$ cat src/rtl/pt_pkg.sv
package pt_pkg;

  // which edge of the filtered level advances the counter
  typedef enum logic {
    EDGE_RISE = 1'b0,
    EDGE_FALL = 1'b1
  } edge_kind_e;

  // divide ratio of the sampling strobe prescaler
  function automatic int unsigned div_ratio(input bit slow);
    return slow ? 128 : 16;
  endfunction

  function automatic edge_kind_e edge_of_source(input bit src_sel);
    return src_sel ? EDGE_FALL : EDGE_RISE;
  endfunction

endpackage

$ cat src/rtl/pt_prescale.sv
module pt_prescale #(
  parameter bit DIV_SLOW = 1'b1
) (
  input  logic clk,
  input  logic rst_n,
  input  logic osc_tick,
  input  logic run_en,
  output logic fch_tick
);
  localparam int unsigned DIV = pt_pkg::div_ratio(DIV_SLOW);
  localparam int unsigned PW  = $clog2(DIV);
  localparam logic [PW-1:0] LAST = PW'(DIV - 1);

  logic [PW-1:0] phase_q;
  logic          step_ok;

  assign step_ok  = osc_tick && run_en;
  assign fch_tick = step_ok && (phase_q == LAST);

  always_ff @(posedge clk or negedge rst_n) begin
    if (!rst_n)        phase_q <= '0;
    else if (fch_tick) phase_q <= '0;
    else if (step_ok)  phase_q <= phase_q + 1'b1;
  end

  // the divider phase is frozen while stopped
  p_phase_hold_r6: assert property (@(posedge clk) disable iff (!rst_n)
    !run_en |=> $stable(phase_q));

  // a strobe needs a running, ticking oscillator
  p_tick_gated_r3: assert property (@(posedge clk) disable iff (!rst_n)
    fch_tick |-> (run_en && osc_tick));

endmodule

$ cat src/rtl/pt_denoise.sv
module pt_denoise (
  input  logic clk,
  input  logic rst_n,
  input  logic pin_raw,
  input  logic fch_tick,
  output logic lvl_rise,
  output logic lvl_fall
);
  logic [1:0] sync_q;
  logic       pin_s;
  logic       prev_q;
  logic       stable_q;
  logic       confirm;

  assign pin_s   = sync_q[1];
  assign confirm = fch_tick && (pin_s == prev_q) && (pin_s != stable_q);

  always_ff @(posedge clk or negedge rst_n) begin
    if (!rst_n) sync_q <= '0;
    else        sync_q <= {sync_q[0], pin_raw};
  end

  always_ff @(posedge clk or negedge rst_n) begin
    if (!rst_n) begin
      prev_q   <= 1'b0;
      stable_q <= 1'b0;
      lvl_rise <= 1'b0;
      lvl_fall <= 1'b0;
    end else begin
      lvl_rise <= 1'b0;
      lvl_fall <= 1'b0;
      if (fch_tick) prev_q <= pin_s;
      if (confirm) begin
        stable_q <= pin_s;
        lvl_rise <= pin_s;
        lvl_fall <= !pin_s;
      end
    end
  end

  // the filtered level moves only right after a sample strobe
  p_level_on_tick_r4: assert property (@(posedge clk) disable iff (!rst_n)
    !$stable(stable_q) |-> $past(fch_tick));

  // an accepted level equals the previous sample
  p_two_samples_r4: assert property (@(posedge clk) disable iff (!rst_n)
    !$stable(stable_q) |-> (stable_q == $past(prev_q)));

  p_edge_exclusive_r5: assert property (@(posedge clk) disable iff (!rst_n)
    !(lvl_rise && lvl_fall));

endmodule

$ cat src/rtl/pt_tally.sv
module pt_tally #(
  parameter int unsigned COUNT_W = 8
) (
  input  logic               clk,
  input  logic               rst_n,
  input  logic               clr,
  input  logic               bump,
  output logic [COUNT_W-1:0] count,
  output logic               wrap_irq
);
  localparam logic [COUNT_W-1:0] TOP = '1;

  function automatic logic [COUNT_W-1:0] step(input logic [COUNT_W-1:0] c);
    return c + 1'b1;
  endfunction

  function automatic logic at_top(input logic [COUNT_W-1:0] c);
    return c == TOP;
  endfunction

  logic do_inc;
  assign do_inc = bump && !clr;

  always_ff @(posedge clk or negedge rst_n) begin
    if (!rst_n) begin
      count    <= '0;
      wrap_irq <= 1'b0;
    end else begin
      wrap_irq <= do_inc && at_top(count);
      if (clr)         count <= '0;
      else if (do_inc) count <= step(count);
    end
  end

  // a clear always wins
  p_clear_wins_r7: assert property (@(posedge clk) disable iff (!rst_n)
    clr |=> (count == '0));

  // an accepted edge without clear moves the count by one
  p_step_one_r5: assert property (@(posedge clk) disable iff (!rst_n)
    (bump && !clr) |=> (count == $past(count) + 1'b1));

  // without edge or clear the count holds
  p_hold_r6: assert property (@(posedge clk) disable iff (!rst_n)
    (!bump && !clr) |=> $stable(count));

  // interrupt only on a wrap to zero
  p_irq_at_wrap_r8: assert property (@(posedge clk) disable iff (!rst_n)
    wrap_irq |-> ((count == '0) && ($past(count) == TOP)));

  // interrupt lasts one cycle
  p_irq_single_r8: assert property (@(posedge clk) disable iff (!rst_n)
    wrap_irq |=> !wrap_irq);

endmodule

$ cat src/rtl/pulse_tally.sv
module pulse_tally #(
  parameter bit          SRC_SEL  = 1'b0,
  parameter bit          DIV_SLOW = 1'b1,
  parameter int unsigned COUNT_W  = 8
) (
  input  logic               clk,
  input  logic               rst_n,
  input  logic               osc_tick,
  input  logic               pin_a,
  input  logic               pin_b,
  input  logic               run_en,
  input  logic               cnt_clr,
  output logic [COUNT_W-1:0] count,
  output logic               irq
);
  import pt_pkg::*;

  localparam edge_kind_e EDGE = edge_of_source(SRC_SEL);

  logic pin_sel;
  logic fch_tick;
  logic lvl_rise;
  logic lvl_fall;
  logic edge_hit;

  assign pin_sel  = (EDGE == EDGE_FALL) ? pin_b : pin_a;
  assign edge_hit = (EDGE == EDGE_FALL) ? lvl_fall : lvl_rise;

  pt_prescale #(.DIV_SLOW(DIV_SLOW)) u_pre (
    .clk      (clk),
    .rst_n    (rst_n),
    .osc_tick (osc_tick),
    .run_en   (run_en),
    .fch_tick (fch_tick)
  );

  pt_denoise u_flt (
    .clk      (clk),
    .rst_n    (rst_n),
    .pin_raw  (pin_sel),
    .fch_tick (fch_tick),
    .lvl_rise (lvl_rise),
    .lvl_fall (lvl_fall)
  );

  pt_tally #(.COUNT_W(COUNT_W)) u_cnt (
    .clk      (clk),
    .rst_n    (rst_n),
    .clr      (cnt_clr),
    .bump     (edge_hit),
    .count    (count),
    .wrap_irq (irq)
  );

  // no count edge can appear while stopped, once the pipeline drains
  p_stopped_quiet_r6: assert property (@(posedge clk) disable iff (!rst_n)
    (!run_en && !$past(run_en)) |-> !edge_hit);

  // interrupt needs an edge in the cycle before
  p_irq_needs_edge_r9: assert property (@(posedge clk) disable iff (!rst_n)
    irq |-> $past(edge_hit));

endmodule

$ cat config.mk
export PLATFORM = sky130hd
export DESIGN_NAME = pulse_tally
export DESIGN_NICKNAME = d
export VERILOG_FILES = /design/src/rtl/pt_pkg.sv /design/src/rtl/pt_prescale.sv /design/src/rtl/pt_denoise.sv /design/src/rtl/pt_tally.sv /design/src/rtl/pulse_tally.sv
export SDC_FILE = /design/constraint.sdc
export NUM_CORES = 1
export LEC_CHECK = 0
export ABC_AREA = 1
export BUFFER_PORTS_ARGS = -buffer_cell sky130_fd_sc_hd__buf_2
export CORE_ASPECT_RATIO = 1.1
export CORE_MARGIN = 10
export CORE_UTILIZATION = 35
export DETAILED_ROUTE_END_ITERATION = 16
export PLACE_DENSITY = 0.61
export SYNTH_ARGS = -nofsm -noshare
export SYNTH_HDL_FRONTEND = slang
export SYNTH_HIERARCHICAL = 1
export SYNTH_SLANG_ARGS = --single-unit
$ cat constraint.sdc
create_clock -name clk -period 3.8 [get_ports clk]
set_input_delay 0 -clock clk [delete_from_list [all_inputs] [get_ports clk]]
set_output_delay 0 -clock clk [all_outputs]
set_load 0.005 [all_outputs]
==> Flow_metrics.wiki, run 1 <==
{| class="wikitable"
! Metric !! Value
|-
| Status || completed
|-
| Worst voltage drop across the vdd grid || 227 uV
|-
| Detail Route Antenna Nets || 0
|-
| Latest clock arrival within the worst-skew pair || 290 ps
|-
| CP startpoint kind || flop
|-
| Wire length of the first global-routing pass || 2.96 mm
|-
| Total routing resource utilization after global routing || 6.45%
|-
| Router iterations before antenna repair || 4
|-
| Clock Tree Buf Depth || 2
|-
| Via count || 801
|-
| Via count of the first global-routing pass || 710
|-
| Share of final-layout standard cells stronger than drive strength 1 || 17.9%
|-
| Max transition margin || 68.2%
|-
| Final hold vios || 0
|-
| Root Driver || sky130_fd_sc_hd__clkbuf_4
|-
| Unrepaired setup endpoints after global routing || false
|-
| Antenna Cells || 0
|-
| Final cycle utilization of the critical path || 37.6%
|-
| Die W || 71.1 um
|-
| Remaining global-route overflow || 0
|-
| Via density per instance || 4.50
|-
| Net count after synthesis || 133
|-
| Transition time at the pin with the least slew margin || 477 ps
|-
| Critical path, cell by cell || ha_1, nand3_1, nor2_2, nand2_2, inv_1, nand2_1, inv_1, nand2_1, nand2_1, inv_1
|-
| Yosys warning count || 6
|-
| Core footprint || 2750 um^2
|-
| Clock Skews || 5.67 ps
|-
| Reported max-cap violation count || 0
|-
| # fillers || 276
|-
| Max-slew violation count || 0
|-
| Wire length per cell after detailed routing || 10.0 um
|-
| Final period demand of the worst path || 1430 ps
|-
| Count of endpoints failing setup in the final report || 0
|-
| Layout-stage area growth over the synthesis result || 16.7%
|-
| # hold bufs at CTS || 3
|-
| Die area || 5420 um^2
|-
| Area of all placed cells without fillers || 1170 um^2
|-
| Number of DRC violations after detailed routing || 0
|-
| Number of buffers added for setup after CTS || 0
|-
| Internal power || 0.310 mW
|-
| WL final || 1.79 mm
|-
| Uppermost layer routed || met4
|-
| Placed inst area || 1120 um^2
|-
| Die span in y || 76.2 um
|-
| Number of placed cells counting well taps || 171
|-
| Wire length on met1 || 837 um
|-
| Leakage component of the power || 0.662 nW
|-
| Number of resized instances in the post-cts repair step || 0
|-
| Timing-limited maximum frequency || 699 MHz
|-
| Routability congestion estimate || 0.795
|-
| Standard-cell rows || 20
|-
| Total length of routed met2 wires || 822 um
|-
| Summed negative setup slack over all endpoints || 0 ps
|-
| Crit path DAT || 1630 ps
|-
| # clock sinks || 21
|-
| Final Net Count || 155
|-
| Iter 0 DRT Violations || 24
|-
| Crit path required time || 4000 ps
|-
| Most common cell after layout, fill and taps aside || sky130_fd_sc_hd__nand2_1
|-
| Highest fanout seen on the critical path || 5
|-
| Clk pwr share || 24.1%
|-
| Library cell contributing the largest single delay on the critical path || sky130_fd_sc_hd__dfrtp_1
|-
| CP peak stage delay || 410 ps
|-
| Met3 wirelength from detailed routing || 109 um
|-
| Category of the worst setup path capture point || flop
|-
| Power per unit of standard cell area || 363 nW/um^2
|-
| Crit path kind || flop to flop
|-
| Mean instance size in the synthesized netlist || 8.11 um^2
|-
| Logic pwr share || 13.0%
|-
| Initial core utilization || 36.5%
|-
| Sequential share of power || 62.9%
|-
| Net switching power of the design || 0.116 mW
|-
| Top library cells by usage in the layout, fill and taps aside || sky130_fd_sc_hd__nand2_1 (37), sky130_fd_sc_hd__inv_1 (21), sky130_fd_sc_hd__dfrtp_1 (21), sky130_fd_sc_hd__nor2_1 (15), sky130_fd_sc_hd__buf_2 (14)
|-
| Number of port buffers || 14
|-
| Final HPWL DP || 1.40 mm
|-
| Tightest Hold Check Type || primary input to flop
|-
| Top Ports || 16
|-
| Clock slew seen by the registers of the worst setup and hold paths || 110 ps
|-
| Maximum number of pins on one net before global-route repair || 22
|-
| Syn Std Cell Area || 1010 um^2
|-
| Number of buffers created by CTS || 3
|-
| TritonCTS clock tree || done
|-
| Number of antenna violations at the first check in global routing || 0
|-
| Gate count of the mapped netlist || 124
|-
| Switching part of the total || 27.1%
|-
| H-tree depth || 1
|-
| Number of cells in the finished layout apart from fillers || 178
|}
worst max-delay path: cells and delay by family (launching register included):
kind	cells	cell delay, ps
buffers and inverters	3	200
AND/OR/NAND/NOR	6	540
adder cells (fa/ha/maj)	1	180
flip-flops	1	410
registers in the layout (all words and copies together) (netlist names):
signal / count
u_cnt/count: 8
u_pre/phase_q: 7
u_flt/sync_q: 2
u_cnt/wrap_irq: 1
u_flt/lvl_rise: 1
u_flt/prev_q: 1
u_flt/stable_q: 1
power by group through the flow:
stage	clock, mW	sequential [mW]	combinational, mW
after floorplan	0	0.266	0.0401
after global placement	0	0.271	0.0514
after detailed placement	0	0.271	0.0549
after CTS	0.113	0.267	0.0563
after global routing	0.118	0.272	0.0650
final	0.103	0.268	0.0552
worst paths after layout:
kind                                        from                to  slack, ps  depth (start not counted)
worst min-delay path                    osc_tick  u_pre/phase_q[2]         50                          3
min in group asynchronous                  rst_n    u_cnt/count[5]        180                          2
worst max register to register  u_pre/phase_q[0]    u_flt/stable_q       2370                         10
max in group asynchronous                  rst_n  u_pre/phase_q[5]       3290                          2
worst max-delay path            u_pre/phase_q[0]    u_flt/stable_q       2370                         10
worst min register to register   u_flt/sync_q[0]   u_flt/sync_q[1]        360                          0
per-stage QoR:
step / total power [mW] / hold WS, ps / utilization (%) / setup WS, ps
after floorplan: 0.307 / -296 / - / 2530
after global placement: 0.322 / -16.9 / 40.6 / 2420
after detailed placement: 0.326 / -9.97 / 40.6 / 2390
after CTS: 0.437 / 27.6 / 42.6 / 2340
after global routing: 0.455 / 48.9 / 42.6 / 2210
final: 0.426 / 45.1 / 42.6 / 2370
layer usage:
| metal | track usage (%) | vias up |
|---|---|---|
| li1 | - | 424 |
| met1 | 7.41 | 361 |
| met2 | 10.1 | 14 |
| met3 | 2.73 | 2 |
| met4 | 2.91 | 0 |
| met5 | 0 | - |
cell type report:
cell class	instances	area, um^2	share of cell area [%]
flip-flops and latches	21	526	44.8
repair buffers	17	100	8.53
clock buffers	4	26.3	2.24
inverters	21	78.8	6.72
multi-input cells	82	402	34.2
well taps	33	41.3	3.52
Power figures use the tool's default switching activity.
==> inputs of run 2 (changes only) <==
Settings changed: PLACE_DENSITY 0.61 to 0.63.
Clock period 3.8 ns to 1.1 ns, I/O delays scaled along.
==> run 2 against run 1 <==
- sequential power rose to 3.5 times the previous value
- the run now ends with negative setup slack left
- critical endpoint unchanged
- sequential share of layout area fell by 5.4 points
- setup slack worse by 2500 ps
- critical path depth unchanged
- final area up 14%
==> Flow_metrics.wiki, run 2 (synthesized netlist as in run 1, its figures left out) <==
{| class="wikitable"
! Metric !! Value
|-
| Status || complete, but fails checks
|-
| Violated checks || negative setup slack
|-
| Final hold slack || 78.9 ps
|-
| Crit path kind || flop to flop
|-
| Global routing met3 resource utilization || 4.04%
|-
| Clock Tree Buf Depth || 2
|-
| Crit path required time || 1300 ps
|-
| WL final || 2.00 mm
|-
| Wire length of the first global-routing pass || 3.44 mm
|-
| Number of antenna violations at the first check in global routing || 0
|-
| Global-route track usage on met1 || 8.08%
|-
| Via count of the first global-routing pass || 848
|-
| # clock sinks || 21
|-
| Total power || 1.63 mW
|-
| Most common cell after layout, fill and taps aside || sky130_fd_sc_hd__nand2_1
|-
| Max transition margin || 69.3%
|-
| Final cycle utilization of the critical path || 109%
|-
| Maximum number of pins on one net before global-route repair || 22
|-
| Die area || 5420 um^2
|-
| TritonCTS clock tree || done
|-
| Number of buffers created by CTS || 3
|-
| Layout-stage area growth over the synthesis result || 32.8%
|-
| Critical path, cell by cell || ha_4, nand3_4, nor2_4, nand2_2, inv_2, nand2_1, inv_1, nand2_1, nand2_1, inv_1
|-
| Power per unit of standard cell area || 1220 nW/um^2
|-
| Largest register by flop count || u_cnt/count
|-
| Most common cell type on the critical path || sky130_fd_sc_hd__nand2_1
|-
| Clock Skews || 8.12 ps
|-
| CP peak stage delay || 420 ps
|-
| Timing-limited maximum frequency || 837 MHz
|-
| Minimum setup slack after placement || -153 ps
|-
| Final HPWL DP || 1.48 mm
|-
| Final hold vios || 0
|-
| Library cell contributing the largest single delay on the critical path || sky130_fd_sc_hd__dfrtp_1
|-
| Number of port buffers || 14
|-
| Routability congestion estimate || 0.781
|-
| Summed negative setup slack over all endpoints || -370 ps
|-
| Remaining global-route overflow || 0
|-
| Die W || 71.1 um
|-
| Highest fanout seen on the critical path || 3
|-
| Clock slew seen by the registers of the worst setup and hold paths || 120 ps
|-
| Reported max-cap violation count || 0
|-
| Iter 0 DRT Violations || 17
|-
| H-tree depth || 1
|-
| Die span in y || 76.2 um
|-
| Top Ports || 16
|-
| Max reg flops || 8
|-
| Total routing resource utilization after global routing || 7.55%
|-
| Busiest layer in global routing || met2
|-
| Antenna Cells || 0
|-
| Max-slew violation count || 0
|-
| Router iterations before antenna repair || 4
|-
| Standard-cell rows || 20
|-
| Worst path setup slack after routing || -94.4 ps
|-
| Count of endpoints failing setup in the final report || 8
|-
| Depth of the worst hold-timing path || 4
|-
| Tightest Hold Check Type || primary input to flop
|-
| Core footprint || 2750 um^2
|-
| Transition time at the pin with the least slew margin || 460 ps
|-
| GRT met2 Usage || 12.0%
|-
| Final period demand of the worst path || 1190 ps
|-
| Placed inst area || 1190 um^2
|-
| Detail Route Antenna Nets || 0
|-
| Worst voltage drop across the vdd grid || 844 uV
|-
| Category of the worst setup path capture point || flop
|-
| Wire length per cell after detailed routing || 10.5 um
|-
| Area of all placed cells without fillers || 1340 um^2
|-
| Via density per instance || 4.52
|-
| Number of DRC violations after detailed routing || 0
|-
| Latest clock arrival within the worst-skew pair || 300 ps
|-
| Biggest registers after layout || u_cnt/count: 8 flops, u_pre/phase_q: 7 flops, u_flt/sync_q: 2 flops
|-
| Root Driver || sky130_fd_sc_hd__clkbuf_4
|-
| Leakage component of the power || 0.727 nW
|-
| Crit path DAT || 1400 ps
|-
| Initial core utilization || 36.5%
|-
| Top library cells by usage in the layout, fill and taps aside || sky130_fd_sc_hd__nand2_1 (32), sky130_fd_sc_hd__dfrtp_1 (20), sky130_fd_sc_hd__inv_1 (19), sky130_fd_sc_hd__nor2_1 (15), sky130_fd_sc_hd__buf_2 (14)
|-
| Share of final-layout standard cells stronger than drive strength 1 || 33.5%
|-
| Final Net Count || 168
|-
| Unrepaired setup endpoints after global routing || true
|-
| Worst reg-to-reg path cell count || 10
|-
| CP startpoint kind || flop
|-
| Via count || 863
|}
==> run 2: cell types whose count changed in the layout (fill, tap and decap cells not counted), moves of 2 or more <==
cell,before,now
sky130_fd_sc_hd__buf_4,0,12
sky130_fd_sc_hd__nand2_1,37,32
sky130_fd_sc_hd__nand2_2,3,8
sky130_fd_sc_hd__ha_1,2,0
sky130_fd_sc_hd__inv_1,21,19
sky130_fd_sc_hd__inv_2,0,2
sky130_fd_sc_hd__nand3_1,7,5
sky130_fd_sc_hd__nor2_2,2,0
sky130_fd_sc_hd__nor2_4,2,4
sky130_fd_sc_hd__o21ai_0,3,1
sky130_fd_sc_hd__o21ai_1,0,2
==> run 2: power breakdown <==
group / switching, mW / leakage, nW / total, mW / internal, mW
Sequential: 0.0801 / 0.264 / 0.926 / 0.846
Clock: 0.226 / 0.0177 / 0.362 / 0.135
Combinational: 0.156 / 0.446 / 0.340 / 0.184
==> run 2: path summary, 6_finish.rpt <==
path / endpoint / slack [ps] / from
max in group asynchronous: u_flt/lvl_rise / 600 / rst_n
hold reg to reg: u_flt/sync_q[1] / 360 / u_flt/sync_q[0]
min in group asynchronous: u_cnt/count[5] / 170 / rst_n
hold / removal: u_pre/phase_q[2] / 80 / run_en
setup reg to reg: u_flt/stable_q / -90 / u_pre/phase_q[1]
setup / recovery: u_flt/stable_q / -90 / u_pre/phase_q[1]
==> run 2: worst max-delay path: cells and delay by family (launching register included) <==
kind                       cells  cell delay (ps)
buffers and inverters          3              150
and+or+nand+nor                6              370
adders and majority gates      1              160
DFF                            1              420
==> run 2: per-stage QoR <==
stage | std cells | utilization, %
detailed placement | 179 | 43.3
global placement | 179 | 43.3
global route | 191 | 48.5
finish | 191 | 48.5
CTS | 189 | 46.2
floorplan | 124 | -
==> run 2: cell type report <==
class | count | area, um^2
fillers | 276 | 1420
flip-flops and latches | 21 | 527
multi-input cells | 82 | 460
repair buffers | 30 | 201
inverters | 21 | 78.8
well taps | 33 | 41.3
clock buffers | 3 | 22.5
clock inverters | 1 | 5.00
==> run 2: routing by layer <==
metal	part of all wire, %	up-vias
li1	-	444
met1	43	399
met2	50	18
met3	6.5	2
met4	0.50	0
met5	0	-
==> run 2: timing repair <==
item                                   in CTS  in global routing
setup endpoints to repair                   9                 14
hold buffers                                3                  0
setup buffers                               3                  2
pin swaps                                   4                  7
endpoints found under the hold margin      23                  0
gates resized for setup                     3                 12
==> inputs of run 3 (changes only) <==
Settings changed: CORE_UTILIZATION 35 to 49, PLACE_DENSITY 0.63 to 0.8.
==> run 3 against run 2 <==
- the run still ends with negative setup slack left
- maximum frequency fell by 5.0%
- clock skew barely moved
- final area barely moved
- critical endpoint is now u_pre/phase_q[5]
- power rose by 2.1%
- sequential power rose by 0.6%
- flip-flop and latch count did not move
- global-route usage rose by 2.2 points
- clock-buffer cell count rose by 1
- via count rose by 1.5%
- combinational power rose by 8.5%
==> Flow_metrics.wiki, run 3 (synthesized netlist as in run 1, its figures left out) <==
{| class="wikitable"
! Metric !! Value
|-
| Maximum number of pins on one net before global-route repair || 22
|-
| Top library cells by usage in the layout, fill and taps aside || sky130_fd_sc_hd__nand2_1 (31), sky130_fd_sc_hd__dfrtp_1 (21), sky130_fd_sc_hd__inv_1 (19), sky130_fd_sc_hd__nor2_1 (15), sky130_fd_sc_hd__buf_2 (14)
|-
| Number of buffers created by CTS || 3
|-
| Leakage component of the power || 0.728 nW
|-
| Final HPWL DP || 1.45 mm
|-
| Reg area || 526 um^2
|-
| Via count || 876
|-
| Worst path setup slack after routing || -157 ps
|-
| Clock Skews || 7.86 ps
|-
| Clock slew seen by the registers of the worst setup and hold paths || 110 ps
|-
| Share of final-layout standard cells stronger than drive strength 1 || 34.2%
|-
| Most common cell after layout, fill and taps aside || sky130_fd_sc_hd__nand2_1
|-
| Final cycle utilization of the critical path || 114%
|-
| Area of all placed cells without fillers || 1340 um^2
|-
| Tightest Hold Check Type || primary input to flop
|-
| Violated checks || negative setup slack
|-
| Standard-cell rows || 17
|-
| Max-slew violation count || 0
|-
| # fillers || 166
|-
| Reported max-cap violation count || 0
|-
| Highest fanout seen on the critical path || 4
|-
| Placed inst area || 1180 um^2
|-
| Die W || 63.2 um
|-
| Clock Tree Buf Depth || 2
|-
| Final Net Count || 168
|-
| Core footprint || 1980 um^2
|-
| Detail Route Antenna Nets || 0
|-
| Top Ports || 16
|-
| Latest clock arrival within the worst-skew pair || 300 ps
|-
| Remaining global-route overflow || 0
|-
| Number of DRC violations after detailed routing || 0
|-
| Crit path kind || flop to flop
|-
| # clock sinks || 21
|-
| Minimum setup slack after placement || -124 ps
|-
| Die span in y || 67.5 um
|-
| H-tree depth || 1
|-
| Layout-stage area growth over the synthesis result || 32.7%
|-
| Utilization after layout || 67.5%
|-
| Largest register by flop count || u_cnt/count
|-
| Transition time at the pin with the least slew margin || 457 ps
|-
| Router iterations before antenna repair || 4
|-
| Via density per instance || 4.71
|-
| Max transition margin || 69.5%
|-
| Multi-input combinational cell area || 472 um^2
|-
| Status || complete, but fails checks
|-
| Final hold vios || 0
|-
| Iter 0 DRT Violations || 15
|-
| CP startpoint kind || flop
|-
| Wire length of the first global-routing pass || 3.31 mm
|-
| Routability congestion estimate || 0.817
|-
| Biggest registers after layout || u_cnt/count: 8 flops, u_pre/phase_q: 7 flops, u_flt/sync_q: 2 flops
|-
| Number of antenna violations at the first check in global routing || 0
|-
| Crit path required time || 1330 ps
|-
| Category of the worst setup path capture point || flop
|-
| Unrepaired setup endpoints after global routing || true
|-
| Total routing resource utilization after global routing || 9.77%
|-
| Root Driver || sky130_fd_sc_hd__clkbuf_4
|-
| Via count of the first global-routing pass || 844
|-
| Wire length per cell after detailed routing || 11.9 um
|-
| Max reg flops || 8
|-
| Final period demand of the worst path || 1260 ps
|-
| TritonCTS clock tree || done
|-
| Crit path DAT || 1490 ps
|-
| Power per unit of standard cell area || 1240 nW/um^2
|-
| Antenna Cells || 0
|-
| Timing-limited maximum frequency || 795 MHz
|-
| WL final || 2.21 mm
|-
| Worst voltage drop across the vdd grid || 1190 uV
|-
| Number of port buffers || 14
|-
| Initial core utilization || 50.9%
|-
| Die area || 4270 um^2
|-
| Count of endpoints failing setup in the final report || 7
|-
| Final hold slack || 98.2 ps
|}
-- run 3: critical path, cell delays in order (launching register included) --
cell and delay (ps):
sky130_fd_sc_hd__dfrtp_1 430, sky130_fd_sc_hd__buf_4 150, sky130_fd_sc_hd__buf_4 130, sky130_fd_sc_hd__buf_4 130
sky130_fd_sc_hd__nand2_2 80, sky130_fd_sc_hd__nor2_4 50, sky130_fd_sc_hd__nand3_1 80, sky130_fd_sc_hd__nand2_1 50
sky130_fd_sc_hd__nor2_1 90
-- run 3: area by class of cell --
class / instances / area share [%]
Sequential cell: 21 / 39.4
Multi-Input combinational cell: 82 / 35.3
Timing Repair Buffer: 30 / 14.8
Inverter: 21 / 5.90
Tap cell: 28 / 2.62
Clock buffer: 4 / 1.97
-- run 3: path summary, 6_finish.rpt --
check / cells after the start / end / slack [ps] / from
worst max-delay path: 8 / u_pre/phase_q[5] / -160 / u_pre/phase_q[1]
worst min-delay path: 4 / u_pre/phase_q[2] / 100 / run_en
worst max register to register: 8 / u_pre/phase_q[5] / -160 / u_pre/phase_q[1]
worst min register to register: 0 / u_flt/sync_q[1] / 360 / u_flt/sync_q[0]
max in group asynchronous: 2 / u_pre/phase_q[5] / 610 / rst_n
min in group asynchronous: 2 / u_cnt/count[7] / 170 / rst_n
-- run 3: through the flow --
| stage | instances | TNS (ps) | total power [mW] |
|---|---|---|---|
| 4_1_cts | 183 | -422 | 1.59 |
| 5_1_grt | 186 | -1600 | 1.77 |
| 2_1_floorplan | 124 | -212 | 1.07 |
| 3_5_place_dp | 173 | -412 | 1.17 |
| 3_3_place_gp | 173 | -201 | 1.16 |
| 6_report | 186 | -808 | 1.66 |
-- run 3: power breakdown --
| part | leakage (nW) | internal, mW | total [mW] | switching, mW |
|---|---|---|---|---|
| Clock | 0.0150 | 0.141 | 0.361 | 0.220 |
| Sequential | 0.266 | 0.846 | 0.932 | 0.0863 |
| Combinational | 0.447 | 0.190 | 0.369 | 0.178 |
-- run 3: per-layer routing --
layer  routed length (um)  GRT usage, %  vias up
li1                     -             -      447
met2                 1180          18.5       21
met1                  887          8.95      404
met4                   25          5.74        0
met5                    0             0        -
met3                  124          3.64        4
-- run 3: repair_timing --
action | 4_1_cts | 5_1_grt
pin swaps | 4 | 8
gates resized for setup | 4 | 11
endpoints found under the hold margin | 23 | 0
cloned | 0 | 0
hold buffers | 3 | 0
buffers inserted | 3 | 3
setup endpoints to repair | 8 | 14
